--- config.mk ---
export PLATFORM = sky130hd
export DESIGN_NAME = bus_cmd_gen
export DESIGN_NICKNAME = d
export VERILOG_FILES = /design/src/rtl/bus_cmd_pkg.sv /design/src/rtl/bus_cycle_tracker.sv /design/src/rtl/bus_cmd_decode.sv /design/src/rtl/bus_ctl_gen.sv /design/src/rtl/bus_cmd_gen.sv
export SDC_FILE = /design/constraint.sdc
export NUM_CORES = 1
export LEC_CHECK = 0
export BUFFER_PORTS_ARGS = -buffer_cell sky130_fd_sc_hd__buf_2
export CAP_MARGIN = 20
export CORE_AREA = 5 5 42 44
export DETAILED_ROUTE_END_ITERATION = 8
export DIE_AREA = 0 0 47 49
export PLACE_DENSITY = 0.57
export SYNTH_ARGS = -nofsm -noshare
export SYNTH_HDL_FRONTEND = slang
export SYNTH_SLANG_ARGS = --single-unit
--- constraint.sdc ---
create_clock -name clk -period 2 [get_ports clk]
set_input_delay 0.5 -clock clk [delete_from_list [all_inputs] [get_ports clk]]
set_output_delay 0.5 -clock clk [all_outputs]
set_load 0.01 [all_outputs]
--- src/rtl/bus_cmd_pkg.sv ---
package bus_cmd_pkg;

    localparam int STATUS_W = 3;

    typedef enum logic [STATUS_W-1:0] {
        ST_ACK     = 3'b000,
        ST_IO_RD   = 3'b001,
        ST_IO_WR   = 3'b010,
        ST_HALT    = 3'b011,
        ST_FETCH   = 3'b100,
        ST_MEM_RD  = 3'b101,
        ST_MEM_WR  = 3'b110,
        ST_PASSIVE = 3'b111
    } status_e;

    typedef enum logic [1:0] {
        PH_IDLE,
        PH_ADDR,
        PH_DATA
    } phase_e;

    typedef enum logic [2:0] {
        CY_NONE,
        CY_ACK,
        CY_IO_RD,
        CY_IO_WR,
        CY_MEM_RD,
        CY_MEM_WR,
        CY_HALT
    } cycle_e;

    typedef struct packed {
        logic mem_rd;
        logic mem_wr;
        logic mem_wr_adv;
        logic io_rd;
        logic io_wr;
        logic io_wr_adv;
        logic int_ack;
    } cmd_t;

    typedef struct packed {
        logic ale;
        logic den;
        logic dt_r;
        logic mce_pden;
    } ctl_t;

    function automatic cycle_e classify(input logic [STATUS_W-1:0] code);
        cycle_e kind;
        case (status_e'(code))
            ST_ACK:    kind = CY_ACK;
            ST_IO_RD:  kind = CY_IO_RD;
            ST_IO_WR:  kind = CY_IO_WR;
            ST_HALT:   kind = CY_HALT;
            ST_FETCH:  kind = CY_MEM_RD;
            ST_MEM_RD: kind = CY_MEM_RD;
            ST_MEM_WR: kind = CY_MEM_WR;
            default:   kind = CY_NONE;
        endcase
        return kind;
    endfunction

    function automatic logic is_write(input cycle_e kind);
        return (kind == CY_MEM_WR) || (kind == CY_IO_WR);
    endfunction

    function automatic logic is_transfer(input cycle_e kind);
        return (kind != CY_NONE) && (kind != CY_HALT);
    endfunction

endpackage

--- src/rtl/bus_cycle_tracker.sv ---
module bus_cycle_tracker
    import bus_cmd_pkg::*;
(
    input  logic                clk,
    input  logic                rst,
    input  logic [STATUS_W-1:0] status,
    output phase_e              phase,
    output cycle_e              cycle
);

    logic passive;
    assign passive = (status_e'(status) == ST_PASSIVE);

    always_ff @(posedge clk) begin
        if (rst) begin
            phase <= PH_IDLE;
            cycle <= CY_NONE;
        end else begin
            case (phase)
                PH_IDLE: begin
                    if (!passive) begin
                        phase <= PH_ADDR;
                        cycle <= classify(status);
                    end
                end
                PH_ADDR: begin
                    if (passive) begin
                        phase <= PH_IDLE;
                        cycle <= CY_NONE;
                    end else begin
                        phase <= PH_DATA;
                    end
                end
                PH_DATA: begin
                    if (passive) begin
                        phase <= PH_IDLE;
                        cycle <= CY_NONE;
                    end
                end
                default: begin
                    phase <= PH_IDLE;
                    cycle <= CY_NONE;
                end
            endcase
        end
    end

endmodule

--- src/rtl/bus_cmd_decode.sv ---
module bus_cmd_decode
    import bus_cmd_pkg::*;
(
    input  phase_e phase,
    input  cycle_e cycle,
    input  logic   cmd_en,
    output cmd_t   cmd
);

    logic in_addr;
    logic in_data;
    logic open_cyc;

    assign in_addr  = (phase == PH_ADDR);
    assign in_data  = (phase == PH_DATA);
    assign open_cyc = in_addr || in_data;

    always_comb begin
        cmd = '0;
        if (cmd_en) begin
            cmd.mem_rd     = in_data  && (cycle == CY_MEM_RD);
            cmd.mem_wr     = in_data  && (cycle == CY_MEM_WR);
            cmd.mem_wr_adv = open_cyc && (cycle == CY_MEM_WR);
            cmd.io_rd      = in_data  && (cycle == CY_IO_RD);
            cmd.io_wr      = in_data  && (cycle == CY_IO_WR);
            cmd.io_wr_adv  = open_cyc && (cycle == CY_IO_WR);
            cmd.int_ack    = in_data  && (cycle == CY_ACK);
        end
    end

endmodule

--- src/rtl/bus_ctl_gen.sv ---
module bus_ctl_gen
    import bus_cmd_pkg::*;
(
    input  phase_e phase,
    input  cycle_e cycle,
    input  logic   cmd_en,
    input  logic   iob_mode,
    output ctl_t   ctl
);

    logic in_addr;
    logic in_data;
    logic data_en;
    logic cascade_en;

    assign in_addr    = (phase == PH_ADDR);
    assign in_data    = (phase == PH_DATA);
    assign data_en    = cmd_en && in_data && is_transfer(cycle);
    assign cascade_en = cmd_en && in_addr && (cycle == CY_ACK);

    always_comb begin
        ctl.ale      = in_addr;
        ctl.den      = data_en;
        ctl.dt_r     = (in_addr || in_data) && is_write(cycle);
        ctl.mce_pden = iob_mode ? data_en : cascade_en;
    end

endmodule

--- src/rtl/bus_cmd_gen.sv ---
module bus_cmd_gen
    import bus_cmd_pkg::*;
(
    input  logic                clk,
    input  logic                rst,
    input  logic [STATUS_W-1:0] status,
    input  logic                cmd_en,
    input  logic                iob_mode,
    output logic                mem_rd,
    output logic                mem_wr,
    output logic                mem_wr_adv,
    output logic                io_rd,
    output logic                io_wr,
    output logic                io_wr_adv,
    output logic                int_ack,
    output logic                ale,
    output logic                den,
    output logic                dt_r,
    output logic                mce_pden
);

    phase_e phase;
    cycle_e cycle;
    cmd_t   cmd;
    ctl_t   ctl;

    bus_cycle_tracker u_track (
        .clk    (clk),
        .rst    (rst),
        .status (status),
        .phase  (phase),
        .cycle  (cycle)
    );

    bus_cmd_decode u_cmd (
        .phase  (phase),
        .cycle  (cycle),
        .cmd_en (cmd_en),
        .cmd    (cmd)
    );

    bus_ctl_gen u_ctl (
        .phase    (phase),
        .cycle    (cycle),
        .cmd_en   (cmd_en),
        .iob_mode (iob_mode),
        .ctl      (ctl)
    );

    assign mem_rd     = cmd.mem_rd;
    assign mem_wr     = cmd.mem_wr;
    assign mem_wr_adv = cmd.mem_wr_adv;
    assign io_rd      = cmd.io_rd;
    assign io_wr      = cmd.io_wr;
    assign io_wr_adv  = cmd.io_wr_adv;
    assign int_ack    = cmd.int_ack;
    assign ale        = ctl.ale;
    assign den        = ctl.den;
    assign dt_r       = ctl.dt_r;
    assign mce_pden   = ctl.mce_pden;

endmodule

==> results.md <==
- Part of the power in the clock network: 0.258
- Outcome: completed
- Synthesized area: 429 sq um
- Initial antenna violation count: 0
- Die height: 49 um
- Synth unique cells: 25
- Crit. End Element: output port
- # port buffers: 17
- FF/Latch Area: 100 sq um
- Slew @ Worst Pin: 0.290 ns
- Yosys warning count: 0
- Final worst path period share: 0.995
- Area delta synth->final: 30.9%
- Worst-Skew Late Latency: 0.24 ns
- Synth Net Count: 69
- Worst Path Required: 1.50 ns
- PnR Total Power: 0.000443 W
- Placer Congestion: 0.728
- Core box area: 0.00140 sq mm
- Setup bufs post-CTS: 0
- Post-DP HPWL: 848 um
- Top-count cell post-synth: nor2_1
- Diodes inserted: 0
- Post-placement cell area: 522 sq um
- Largest net degree at the start of global routing: 10
- Met2 Track Usage GR: 0.167
- Yosys top cell area share: 0.233
- Detailed Routing Iterations Pass 1: 4
- Switching Share: 0.377
- Worst Path Arrival: 1.49 ns
- H-tree depth: 1
- Post-CTS Hold Buffers: 0
- FP Rows: 14
- Bufs on Longest Clock Path: 2
- Die width: 47 um
- Crit-path max FO: 6
- Combinational share of power: 0.401
- Fmax: 503 MHz
- Peak supply drop: 433 uV
- Worst Hold Class: reg -> reg
- Max cap viols: 0
- Die area: 0.00230 sq mm
- P_sw: 0.000167 W
- Num CTS Buffers: 3
- First-pass GRT wire length: 1.77 mm
- Multi-input logic area: 315 sq um
- Leakage power: 0.255 nW
- Top Usage Layer GRT: met2
- Fillers: 153
- Setup violations, final: 0
- Synthesis-stage register bit count: 5
- Number of flops mapped to enable cells by yosys: 0
- Internal: 0.000276 W
- Vias/cell: 5.27
- Pins Over Slew Limit: 0
- Async set or reset register ratio after synthesis: 0
- Sequential group share of total power: 0.341
- Via count: 495
- Fin nets: 89
- Synth top cells by count: 9 x nor2_1, 5 x dfxtp_1, 4 x a21oi_1, 4 x inv_1, 4 x nand2_1
- Final instance area: 562 sq um
- Startpoint types: register
- Clock sink count: 5
- Total grt overflow: 0
- Routed WL: 1.05 mm
- Starting density of the core: 0.306
- I/O Pins: 18
- Final ANT Viol Nets: 0
- CTS tree: yes
- WL per Instance: 11.2 um
- First DRT Iteration DRCs: 11
- Met1 usage: 0.112
- Avg Cell Area, Syn: 7.27 sq um
- RSZ-0062 raised after global routing: true
- Vias in the first global route: 449
- Area contributors post-synth: dfxtp_1 23%, ha_1 8.7%, nor2_1 7.9%
- Layout Skew: 0.00153 ns
- Final critical-path required period: 1.99 ns
- Worst-path clk slew: 0.04 ns
- Ys flop type: dfxtp_1
- Sequential area share after synthesis: 0.233
- Hold Fails Final Rpt: 0
- Pwr per Cell Area: 789 mW/mm^2
- Max-slew headroom: 0.806
- Overall Global Routing Usage: 0.103
- Cells after Synth: 59
- GR Layer Usage met3: 0.0221
- Root Driver: clkbuf_4
- WS Path Type: reg -> out
- Share of cells above drive strength 1: 0.321
- Drt drc: 0
- Area leader, netlist: dfxtp_1
==> worst paths after layout <==
check             cells after the start                     startpoint  slack, ns                             to
setup reg to reg                      4  u_track.phase[1]$_SDFFE_PP0P_       0.68  u_track.cycle[1]$_SDFFE_PP0P_
setup / recovery                      5  u_track.phase[0]$_SDFFE_PP0P_       0.01                          io_rd
hold / removal                        2  u_track.phase[0]$_SDFFE_PP0P_       0.48  u_track.phase[0]$_SDFFE_PP0P_
hold reg to reg                       2  u_track.phase[0]$_SDFFE_PP0P_       0.48  u_track.phase[0]$_SDFFE_PP0P_
==> worst max-delay path, stage by stage, from the launching register on <==
cell,delay (ns)
dfxtp_1,0.32
inv_1,0.10
ha_2,0.24
nand2_2,0.12
nor4b_1,0.29
buf_2,0.18
==> power by group through the flow <==
stage / Clock (W) / Combinational (W) / Sequential, W
finish: 0.000115 / 0.000178 / 0.000151
floorplan: 0 / 0.000139 / 0.000140
global placement: 0 / 0.000173 / 0.000152
CTS: 0.000119 / 0.000176 / 0.000151
global route: 0.000133 / 0.000203 / 0.000157
detailed placement: 0 / 0.000173 / 0.000152
==> cell usage in the layout, fill, tap and decap left out, drive strengths merged, types with 3 or more instances in the layout <==
| cell | count |
|---|---|
| a21oi | 4 |
| buf | 17 |
| clkbuf | 4 |
| dfxtp | 5 |
| ha | 3 |
| inv | 4 |
| nand2 | 4 |
| nand3 | 4 |
| nor2 | 9 |
==> repair_timing <==
item                                   in CTS  in global routing
endpoints found under the hold margin       0                  0
setup endpoints to repair                   2                  5
gates resized for setup                     2                  2
==> flip-flops by register name, indices dropped and copies added, names as in the netlist <==
register       cells
u_track.cycle      3
u_track.phase      2
==> through the flow <==
stage | TNS (ns) | hold slack (ns) | cells | setup slack [ns] | util
after global routing | -0.176 | 0.512 | 94 | -0.0712 | 0.401
after global placement | 0 | 0.472 | 90 | 0.263 | 0.372
final | 0 | 0.481 | 94 | 0.0104 | 0.401
after CTS | 0 | 0.483 | 94 | 0.0105 | 0.395
after detailed placement | 0 | 0.475 | 90 | 0.197 | 0.372
after floorplan | 0 | 0.452 | 59 | 0.280 | -
==> cells by family after synthesis <==
| kind of cell | after synthesis | share of synthesized area |
|---|---|---|
| flip-flops | 5 | 0.233 |
| adder cells (fa/ha/maj) | 3 | 0.0875 |
| XOR/XNOR | 1 | 0.0204 |
| buffers and inverters | 6 | 0.0641 |
| AO/OA/AOI/OAI | 11 | 0.160 |
| AND/OR/NAND/NOR | 33 | 0.434 |
==> routing by layer <==
layer  routed length (um)  up-vias
met3                   83        2
met4                    6        0
li1                     -      251
met1                  431      226
met5                    0        -
met2                  528       16
==> cell type report <==
cell class	count	area share
Clock buffer	4	0.0468
Sequential cell	5	0.178
Tap cell	16	0.0356
Timing Repair Buffer	17	0.151
Multi-Input combinational cell	48	0.561
Inverter	4	0.0267
Note: power is estimated with default switching activity, not from simulation.
